**config.mk**
```make
export PLATFORM = sky130hd
export DESIGN_NAME = stride_pf
export DESIGN_NICKNAME = d
export VERILOG_FILES = /design/src/rtl/stride_pf_pkg.sv /design/src/rtl/stride_pf_victim.sv /design/src/rtl/stride_pf_gen.sv /design/src/rtl/stride_pf_fifo.sv /design/src/rtl/stride_pf.sv
export SDC_FILE = /design/constraint.sdc
export NUM_CORES = 2
export LEC_CHECK = 0
export BUFFER_PORTS_ARGS = -buffer_cell sky130_fd_sc_hd__buf_4
export CAP_MARGIN = 20
export CORE_MARGIN = 3
export CORE_UTILIZATION = 60
export DETAILED_ROUTE_END_ITERATION = 10
export PLACE_DENSITY = 0.75
export SKIP_LAST_GASP = 1
export SLEW_MARGIN = 20
export SYNTH_ARGS = -nofsm -noshare
export SYNTH_HDL_FRONTEND = slang
export SYNTH_SLANG_ARGS = --single-unit
```
**constraint.sdc**
```tcl
create_clock -name clk_i -period 15.4 [get_ports clk_i]
set_clock_uncertainty 0.05 [all_clocks]
set_input_delay 3.08 -clock clk_i [delete_from_list [all_inputs] [get_ports clk_i]]
set_output_delay 3.08 -clock clk_i [all_outputs]
set_load 0.01 [all_outputs]
```
**src/rtl/stride_pf_pkg.sv**
```systemverilog
package stride_pf_pkg;
  typedef enum logic {REPL_PLRU = 1'b0, REPL_RANDOM = 1'b1} repl_e;
  localparam int CONF_W = 2;
endpackage

```
**src/rtl/stride_pf_victim.sv**
```systemverilog
module stride_pf_victim #(
  parameter int WAYS = 2,
  parameter stride_pf_pkg::repl_e REPL = stride_pf_pkg::REPL_PLRU,
  localparam int WAY_W = (WAYS > 1) ? $clog2(WAYS) : 1
) (
  input  logic             clk_i,
  input  logic             rst_ni,
  input  logic [WAYS-1:0]  valid_i,
  input  logic [WAYS-1:0]  mru_i,
  output logic [WAY_W-1:0] victim_o
);
  logic [15:0]      lfsr_q;
  logic [WAY_W-1:0] policy_way;
  logic             unused_mix;

  always_ff @(posedge clk_i or negedge rst_ni)
    if (!rst_ni) lfsr_q <= 16'hACE1;
    else         lfsr_q <= {lfsr_q[14:0], lfsr_q[15] ^ lfsr_q[13] ^ lfsr_q[12] ^ lfsr_q[10]};

  assign unused_mix = ^{mru_i, lfsr_q};

  generate
    if (REPL == stride_pf_pkg::REPL_PLRU) begin : g_plru
      always_comb begin
        policy_way = '0;
        for (int w = WAYS - 1; w >= 0; w--)
          if (!mru_i[w]) policy_way = WAY_W'(w);
      end
    end else begin : g_rand
      always_comb begin
        policy_way = lfsr_q[WAY_W-1:0];
        if (int'(policy_way) >= WAYS) policy_way = '0;
      end
    end
  endgenerate

  // invalid ways are always filled first
  always_comb begin
    victim_o = policy_way;
    for (int w = WAYS - 1; w >= 0; w--)
      if (!valid_i[w]) victim_o = WAY_W'(w);
  end
endmodule

```
**src/rtl/stride_pf_gen.sv**
```systemverilog
module stride_pf_gen #(
  parameter int ADDR_W = 32,
  parameter int MAXN   = 2,
  localparam int CNT_W = $clog2(MAXN + 1),
  localparam int EXT_W = ADDR_W + 2 + CNT_W
) (
  input  logic [ADDR_W-1:0]           base_i,
  input  logic [ADDR_W-1:0]           step_i,
  input  logic [CNT_W-1:0]            cnt_i,
  output logic [MAXN-1:0][ADDR_W-1:0] addr_o,
  output logic [CNT_W-1:0]            n_o
);
  logic [MAXN-1:0] ok;

  generate
    for (genvar k = 0; k < MAXN; k++) begin : g_tgt
      logic signed [EXT_W-1:0] sum;
      assign sum = $signed({{(EXT_W-ADDR_W){1'b0}}, base_i})
                 + $signed({{(EXT_W-ADDR_W){step_i[ADDR_W-1]}}, step_i}) * $signed(EXT_W'(k + 1));
      assign ok[k]     = (CNT_W'(k) < cnt_i) && (sum[EXT_W-1:ADDR_W] == '0);
      assign addr_o[k] = sum[ADDR_W-1:0];
    end
  endgenerate

  // targets are monotonic, so the in-range ones form a prefix
  always_comb begin
    logic run;
    run = 1'b1;
    n_o = '0;
    for (int k = 0; k < MAXN; k++) begin
      if (run && ok[k]) n_o = n_o + CNT_W'(1);
      else              run = 1'b0;
    end
  end
endmodule

```
**src/rtl/stride_pf_fifo.sv**
```systemverilog
module stride_pf_fifo #(
  parameter int ADDR_W = 32,
  parameter int DEPTH  = 8,
  parameter int MAXN   = 2,
  localparam int CNT_W = $clog2(MAXN + 1),
  localparam int PTR_W = $clog2(DEPTH),
  localparam int OCC_W = PTR_W + 1
) (
  input  logic                        clk_i,
  input  logic                        rst_ni,
  input  logic [CNT_W-1:0]            push_n_i,
  input  logic [MAXN-1:0][ADDR_W-1:0] push_addr_i,
  output logic                        valid_o,
  output logic [ADDR_W-1:0]           addr_o,
  input  logic                        ready_i
);
  logic [ADDR_W-1:0] mem_q [DEPTH];
  logic [PTR_W-1:0]  wr_q, rd_q;
  logic [OCC_W-1:0]  occ_q, free_c, nwr_c;
  logic              pop;

  assign valid_o = (occ_q != '0);
  assign addr_o  = mem_q[rd_q];
  assign pop     = valid_o & ready_i;
  assign free_c  = OCC_W'(DEPTH) - occ_q;
  assign nwr_c   = (OCC_W'(push_n_i) < free_c) ? OCC_W'(push_n_i) : free_c;

  always_ff @(posedge clk_i)
    for (int k = 0; k < MAXN; k++)
      if (OCC_W'(k) < nwr_c) mem_q[wr_q + PTR_W'(k)] <= push_addr_i[k];

  always_ff @(posedge clk_i or negedge rst_ni)
    if (!rst_ni) begin
      wr_q <= '0; rd_q <= '0; occ_q <= '0;
    end else begin
      wr_q  <= wr_q + PTR_W'(nwr_c);
      rd_q  <= rd_q + PTR_W'(pop);
      occ_q <= occ_q + nwr_c - OCC_W'(pop);
    end

  assert_fifo_bound_R11: assert property (@(posedge clk_i) disable iff (!rst_ni)
    occ_q <= OCC_W'(DEPTH));
  assert_fifo_hold_R11: assert property (@(posedge clk_i) disable iff (!rst_ni)
    valid_o && !ready_i |=> valid_o && $stable(addr_o));
endmodule

```
**src/rtl/stride_pf.sv**
```systemverilog
module stride_pf
  import stride_pf_pkg::*;
#(
  parameter int    ADDR_W      = 32,
  parameter int    PC_W        = 32,
  parameter int    RID_W       = 2,
  parameter int    SETS        = 4,
  parameter int    WAYS        = 2,
  parameter int    BLK_BYTES   = 64,
  parameter int    NBLK        = 2,
  parameter int    DEGREE      = 2,
  parameter int    CONF_THRESH = 2,
  parameter int    FIFO_DEPTH  = 8,
  parameter repl_e REPL        = REPL_PLRU,
  localparam int SET_W = $clog2(SETS),
  localparam int WAY_W = (WAYS > 1) ? $clog2(WAYS) : 1,
  localparam int TAG_W = PC_W - SET_W - 2,
  localparam int BLK_W = $clog2(BLK_BYTES),
  localparam int MAXN  = (DEGREE > NBLK) ? DEGREE : NBLK,
  localparam int CNT_W = $clog2(MAXN + 1)
) (
  input  logic              clk_i,
  input  logic              rst_ni,
  input  logic              req_valid_i,
  input  logic [PC_W-1:0]   req_pc_i,
  input  logic [ADDR_W-1:0] req_addr_i,
  input  logic [RID_W-1:0]  req_rid_i,
  input  logic              req_ifetch_i,
  input  logic              req_secure_i,
  input  logic              inv_valid_i,
  input  logic [SET_W-1:0]  inv_set_i,
  input  logic [WAY_W-1:0]  inv_way_i,
  output logic              pf_valid_o,
  output logic [ADDR_W-1:0] pf_addr_o,
  input  logic              pf_ready_i
);
  typedef struct packed {
    logic              valid;
    logic [TAG_W-1:0]  tag;
    logic [RID_W-1:0]  rid;
    logic              sec;
    logic [ADDR_W-1:0] last;
    logic [ADDR_W-1:0] stride;
    logic [CONF_W-1:0] conf;
    logic              miss;
  } ent_t;
  localparam int ENT_W = $bits(ent_t);

  ent_t             tab_q [SETS][WAYS];
  logic [WAYS-1:0]  mru_q [SETS];

  logic [SET_W-1:0]  set_idx;
  logic [TAG_W-1:0]  req_tag;
  logic              look, hit, match, stride_fire;
  logic [WAYS-1:0]   hit_vec, set_valid, mru_nxt;
  logic [WAY_W-1:0]  hit_way, victim, wr_way;
  ent_t              cur, upd, wr_ent;
  logic [ADDR_W-1:0] obs_stride, gen_base, gen_step;
  logic [CNT_W-1:0]  gen_cnt, push_n;
  logic [MAXN-1:0][ADDR_W-1:0] push_addr;
  logic              unused_pc;

  assign set_idx   = req_pc_i[SET_W+1:2];
  assign req_tag   = req_pc_i[PC_W-1:SET_W+2];
  assign unused_pc = ^req_pc_i[1:0];
  assign look      = req_valid_i & ~req_ifetch_i;

  generate
    for (genvar w = 0; w < WAYS; w++) begin : g_way
      assign set_valid[w] = tab_q[set_idx][w].valid;
      assign hit_vec[w]   = tab_q[set_idx][w].valid && tab_q[set_idx][w].tag == req_tag &&
                            tab_q[set_idx][w].rid == req_rid_i &&
                            tab_q[set_idx][w].sec == req_secure_i;
    end
  endgenerate

  always_comb begin
    hit_way = '0;
    for (int w = WAYS - 1; w >= 0; w--)
      if (hit_vec[w]) hit_way = WAY_W'(w);
  end

  assign hit = |hit_vec;
  assign cur = tab_q[set_idx][hit_way];
  assign obs_stride = req_addr_i - cur.last;
  assign match = (obs_stride == cur.stride);

  always_comb begin
    upd = cur;
    upd.last = req_addr_i;
    if (match) begin
      if (cur.conf != '1) upd.conf = cur.conf + CONF_W'(1);
      upd.miss = 1'b0;
    end else if (cur.conf == '0) begin
      upd.stride = obs_stride;
      upd.miss   = 1'b0;
    end else if (!cur.miss) begin
      upd.miss = 1'b1;
    end else begin
      upd.stride = obs_stride;
      upd.conf   = '0;
      upd.miss   = 1'b0;
    end
  end

  stride_pf_victim #(.WAYS(WAYS), .REPL(REPL)) u_victim (
    .clk_i, .rst_ni, .valid_i(set_valid), .mru_i(mru_q[set_idx]), .victim_o(victim));

  always_comb begin
    wr_way = hit ? hit_way : victim;
    if (hit) wr_ent = upd;
    else begin
      wr_ent        = '0;
      wr_ent.valid  = 1'b1;
      wr_ent.tag    = req_tag;
      wr_ent.rid    = req_rid_i;
      wr_ent.sec    = req_secure_i;
      wr_ent.last   = req_addr_i;
    end
    mru_nxt = mru_q[set_idx] | (WAYS'(1) << wr_way);
    if (&mru_nxt) mru_nxt = WAYS'(1) << wr_way;
  end

  assign stride_fire = look && hit && match && cur.stride != '0 &&
                       upd.conf >= CONF_W'(CONF_THRESH);

  always_comb begin
    gen_base = req_addr_i;
    gen_step = cur.stride;
    gen_cnt  = '0;
    if (req_valid_i && req_ifetch_i) begin
      gen_base = {req_addr_i[ADDR_W-1:BLK_W], {BLK_W{1'b0}}};
      gen_step = ADDR_W'(BLK_BYTES);
      gen_cnt  = CNT_W'(NBLK);
    end else if (stride_fire) begin
      gen_cnt  = CNT_W'(DEGREE);
    end
  end

  stride_pf_gen #(.ADDR_W(ADDR_W), .MAXN(MAXN)) u_gen (
    .base_i(gen_base), .step_i(gen_step), .cnt_i(gen_cnt), .addr_o(push_addr), .n_o(push_n));

  stride_pf_fifo #(.ADDR_W(ADDR_W), .DEPTH(FIFO_DEPTH), .MAXN(MAXN)) u_fifo (
    .clk_i, .rst_ni, .push_n_i(push_n), .push_addr_i(push_addr),
    .valid_o(pf_valid_o), .addr_o(pf_addr_o), .ready_i(pf_ready_i));

  always_ff @(posedge clk_i or negedge rst_ni)
    if (!rst_ni) begin
      for (int s = 0; s < SETS; s++) begin
        mru_q[s] <= '0;
        for (int w = 0; w < WAYS; w++) tab_q[s][w] <= '0;
      end
    end else begin
      if (look) begin
        tab_q[set_idx][wr_way] <= wr_ent;
        mru_q[set_idx]         <= mru_nxt;
      end
      if (inv_valid_i) tab_q[inv_set_i][inv_way_i].valid <= 1'b0; // clear wins
    end

  logic [SETS*WAYS*ENT_W-1:0] tab_flat;
  generate
    for (genvar s = 0; s < SETS; s++) begin : g_fs
      for (genvar w = 0; w < WAYS; w++) begin : g_fw
        assign tab_flat[(s*WAYS+w)*ENT_W +: ENT_W] = tab_q[s][w];
      end
    end
  endgenerate

  assert_hit_unique_R2: assert property (@(posedge clk_i) disable iff (!rst_ni)
    req_valid_i |-> $onehot0(hit_vec));
  assert_ifetch_no_train_R6: assert property (@(posedge clk_i) disable iff (!rst_ni)
    req_valid_i && req_ifetch_i && !inv_valid_i |=> tab_flat == $past(tab_flat));
  assert_conf_keep_R4: assert property (@(posedge clk_i) disable iff (!rst_ni)
    look && hit && cur.conf != '0 && wr_ent.conf == '0 |-> cur.miss);
endmodule

```
==> reports/results.tsv <==
stage	metric	value	unit
outcome	status	finished clean	
floorplan	die_x	313.7	um
clock_tree	cts_sinks	1066	
synth	ys.warnings.count	0	
pwr	leakage	0.02779	uW
setup_path	crit_buf_inv	6	
setup_path	cp_top_family	compound AO/OA/AOI/OAI gates	
synth	async_reset_ff_share	75.98	%
global_routing	antenna_found_initial	4	
sta	setup_ws	1804	ps
synth	netlist_top_cells_area	dfrtp_1 (36%), edfxtp_1 (14%), mux4_2 (9.9%)	
placed_design	place.gp.congestion	0.9684	
clock_tree	postCtsHoldBufs	0	
clock_tree	htreeDepth	3	
global_routing	grt_max_degree	176	
setup_path	worstSetupEndpointType	flip-flop	
synth	yosys-top-cells-count	nand2_1 (920), dfrtp_1 (810), mux2_2 (408), mux2i_1 (322), o21ai_0 (264)	
synth	synth.most_common_cell	nand2_1	
setup_path	crit_slowest_cell	a211oi_4	
sta	setup_viol	0	
route	wl	158100	um
setup_path	critPathMaxFanout	77	
run	cap_violations	0	
synth	synth_edf_count	256	
synth	yosysSeqAreaShare	49.22	%
pwr	p_per_area	165.4	nW/um2
clock_tree	cts_tree	built	
synth	synth-seq-cells	1066	
route	viasPerCell	6.545	
global_routing	grt_pass1_wl	243900	um
route	drt.antenna.violating_nets	0	
setup_path	cp.arrival	13940	ps
sta	hold_violations	0	
floorplan	coreArea	93610	um2
pwr	ir_drop	0.0001169	V
layout	syn2layout_area_growth	10.20	%
synth	syn_area_per_cell	11.85	um2
placed_design	dp_hpwl	100800	um
route	firstDrtPassIters	6	
floorplan	design.die.area	98400	um2
clock_tree	cts-root-buf	clkbuf_16	
floorplan	die_h	313.7	um
route	route.detailed.drc	0	
setup_path	crit_required	15740	ps
global_routing	grt_usage	32.32	%
clock_tree	numCtsBuffers	109	
clock_tree	post-cts-setup-buffers	0	
setup_path	crit_top_cell	nand2_1	
sta	max_slew_margin	21.37	%
synth	ys_dominant_reg_cell	dfrtp_1	
clock_tree	clkTransAtPathRegs	60	ps
route	route.vias.total	40130	
clock_tree	post_cts_resized	0	
sta	min_period	13600	ps
route	drtIter0Drc	4048	
synth	synth_area_leader_cell	dfrtp_1	
global_routing	grt_pass1_vias	41000	
sta	fmax	0.07355	GHz
sta	fin_crit_sh	88.29	%
synth	yosysTopAreaCellShare	35.69	%
layout	drive_above_1_share	22.69	%
sta	maxSlewViolCount	0	
placed_design	io_buffers	106	
floorplan	start_util	60.68	%
sta	tightestPinTransition	1179	ps
sta	rsz0062_at_grt	false	
synth	synth_nets	4981	
sta	final.setup.tns	0	ps
placed_design	pre_cts_ws	1146	ps
floorplan	row_count	112	
synth	synthCells	4792	
synth	ys_types	93	
pwr	finalPower	10350	uW
floorplan	io_pins	109	
setup_path	cp_slowest_stage_delay	800	ps
synth	netlist_area	56800	um2
layout	nets	4967	
global_routing	grt_overflow_total	0	
setup_path	startpoint_type	input port	
clock_tree	insertion_delay	750	ps
hold_path	hp-class	flip-flop to flip-flop	
route	drt-wirelength-per-cell	25.79	um
clock_tree	clock_path_buffers	3	
setup_path	crit_type	input port to flip-flop	
[cell families (layout without fill, tap and decap cells)]
family	after synthesis	count (layout)	synth area share, %
compound gates	708	708	7.899
flops	1066	1066	49.22
fa+ha+maj	113	113	2.555
xor+xnor	161	161	2.654
other cells	0	3	0
simple gates	1345	1345	10.41
mux	1011	1011	24.38
buf+inv	388	470	2.881
[stage by stage]
step	hold WS [ps]	utilization [%]	instance area, um2	instances
global placement	403.9	62.66	58660	5921
floorplan	390.3	-	56800	4792
detailed placement	406.8	62.66	58660	5921
global route	436.4	66.86	62590	6129
finish	420.8	66.86	62590	6131
CTS	421.6	66.86	62580	6128
[metal layers]
metal | part of all wire, % | vias up | track usage [%]
met5 | 0.016 | - | 0
met4 | 5.2 | 4 | 15.79
met3 | 7.7 | 455 | 5.900
met2 | 48 | 1707 | 52.70
met1 | 39 | 20500 | 42.07
li1 | - | 17460 | -
[power by group]
| part | leakage, uW | switching [uW] | internal [uW] |
|---|---|---|---|
| Sequential | 0.0129 | 381 | 3690 |
| Combinational | 0.0130 | 1860 | 1580 |
| Clock | 0.00191 | 1190 | 1650 |
[worst min-delay path: cells and delay by family (launching register included)]
family / cells / cell delay (ps)
AND/OR/NAND/NOR: 2 / 110
flip-flops: 1 / 340
[layout by cell type, fill, tap and decap left out, types with 31 or more instances in the layout]
master / instances
mux2i_1: 322
ha_1: 108
xnor2_1: 108
nor3_1: 32
a21oi_1: 106
nand2b_1: 35
o21ai_1: 31
dfrtp_1: 808
edfxtp_1: 256
o21ai_0: 263
a21o_1: 34
mux2_2: 408
o31ai_1: 68
nand2_1: 912
xor2_1: 46
nor2_1: 108
nand4_1: 35
buf_4: 178
inv_1: 77
nand3_1: 44
clkbuf_16: 109
mux4_2: 250
[flip-flops by register name (all words and copies together) (netlist names)]
| name | count |
|---|---|
| mru_q | 8 |
| tab_flat | 792 |
| u_fifo.mem_q | 256 |
| u_fifo.occ_q | 4 |
| u_fifo.rd_q | 3 |
| u_fifo.wr_q | 3 |
[final cells by class]
class / instances / area [um2]
timing repair buffer: 184 / 1441
fill: 6909 / 31020
multi-input combinational: 3338 / 27390
inverter: 79 / 296.5
antenna: 3 / 7.507
sequential: 1066 / 27960
clock buffer: 151 / 3119
clock inverter: 56 / 807.0
tap: 1254 / 1569
[worst paths after layout]
path                                      startpoint                       endpoint  slack (ps)  cells after the start
setup / recovery                         req_pc_i[2]  u_fifo.mem_q[6][23]$_DFFE_PP_        1800                     36
hold / removal             tab_flat[469]$_DFFE_PN0P_      tab_flat[469]$_DFFE_PN0P_         420                      2
setup reg to reg           tab_flat[574]$_DFFE_PN0P_  u_fifo.mem_q[6][23]$_DFFE_PP_        4610                     35
hold reg to reg            tab_flat[469]$_DFFE_PN0P_      tab_flat[469]$_DFFE_PN0P_         420                      2
max in group asynchronous                     rst_ni      tab_flat[178]$_DFFE_PN0P_        9860                      4
min in group asynchronous                     rst_ni      tab_flat[347]$_DFFE_PN0P_        2360                      1
Note: power is estimated with default switching activity, not from simulation.
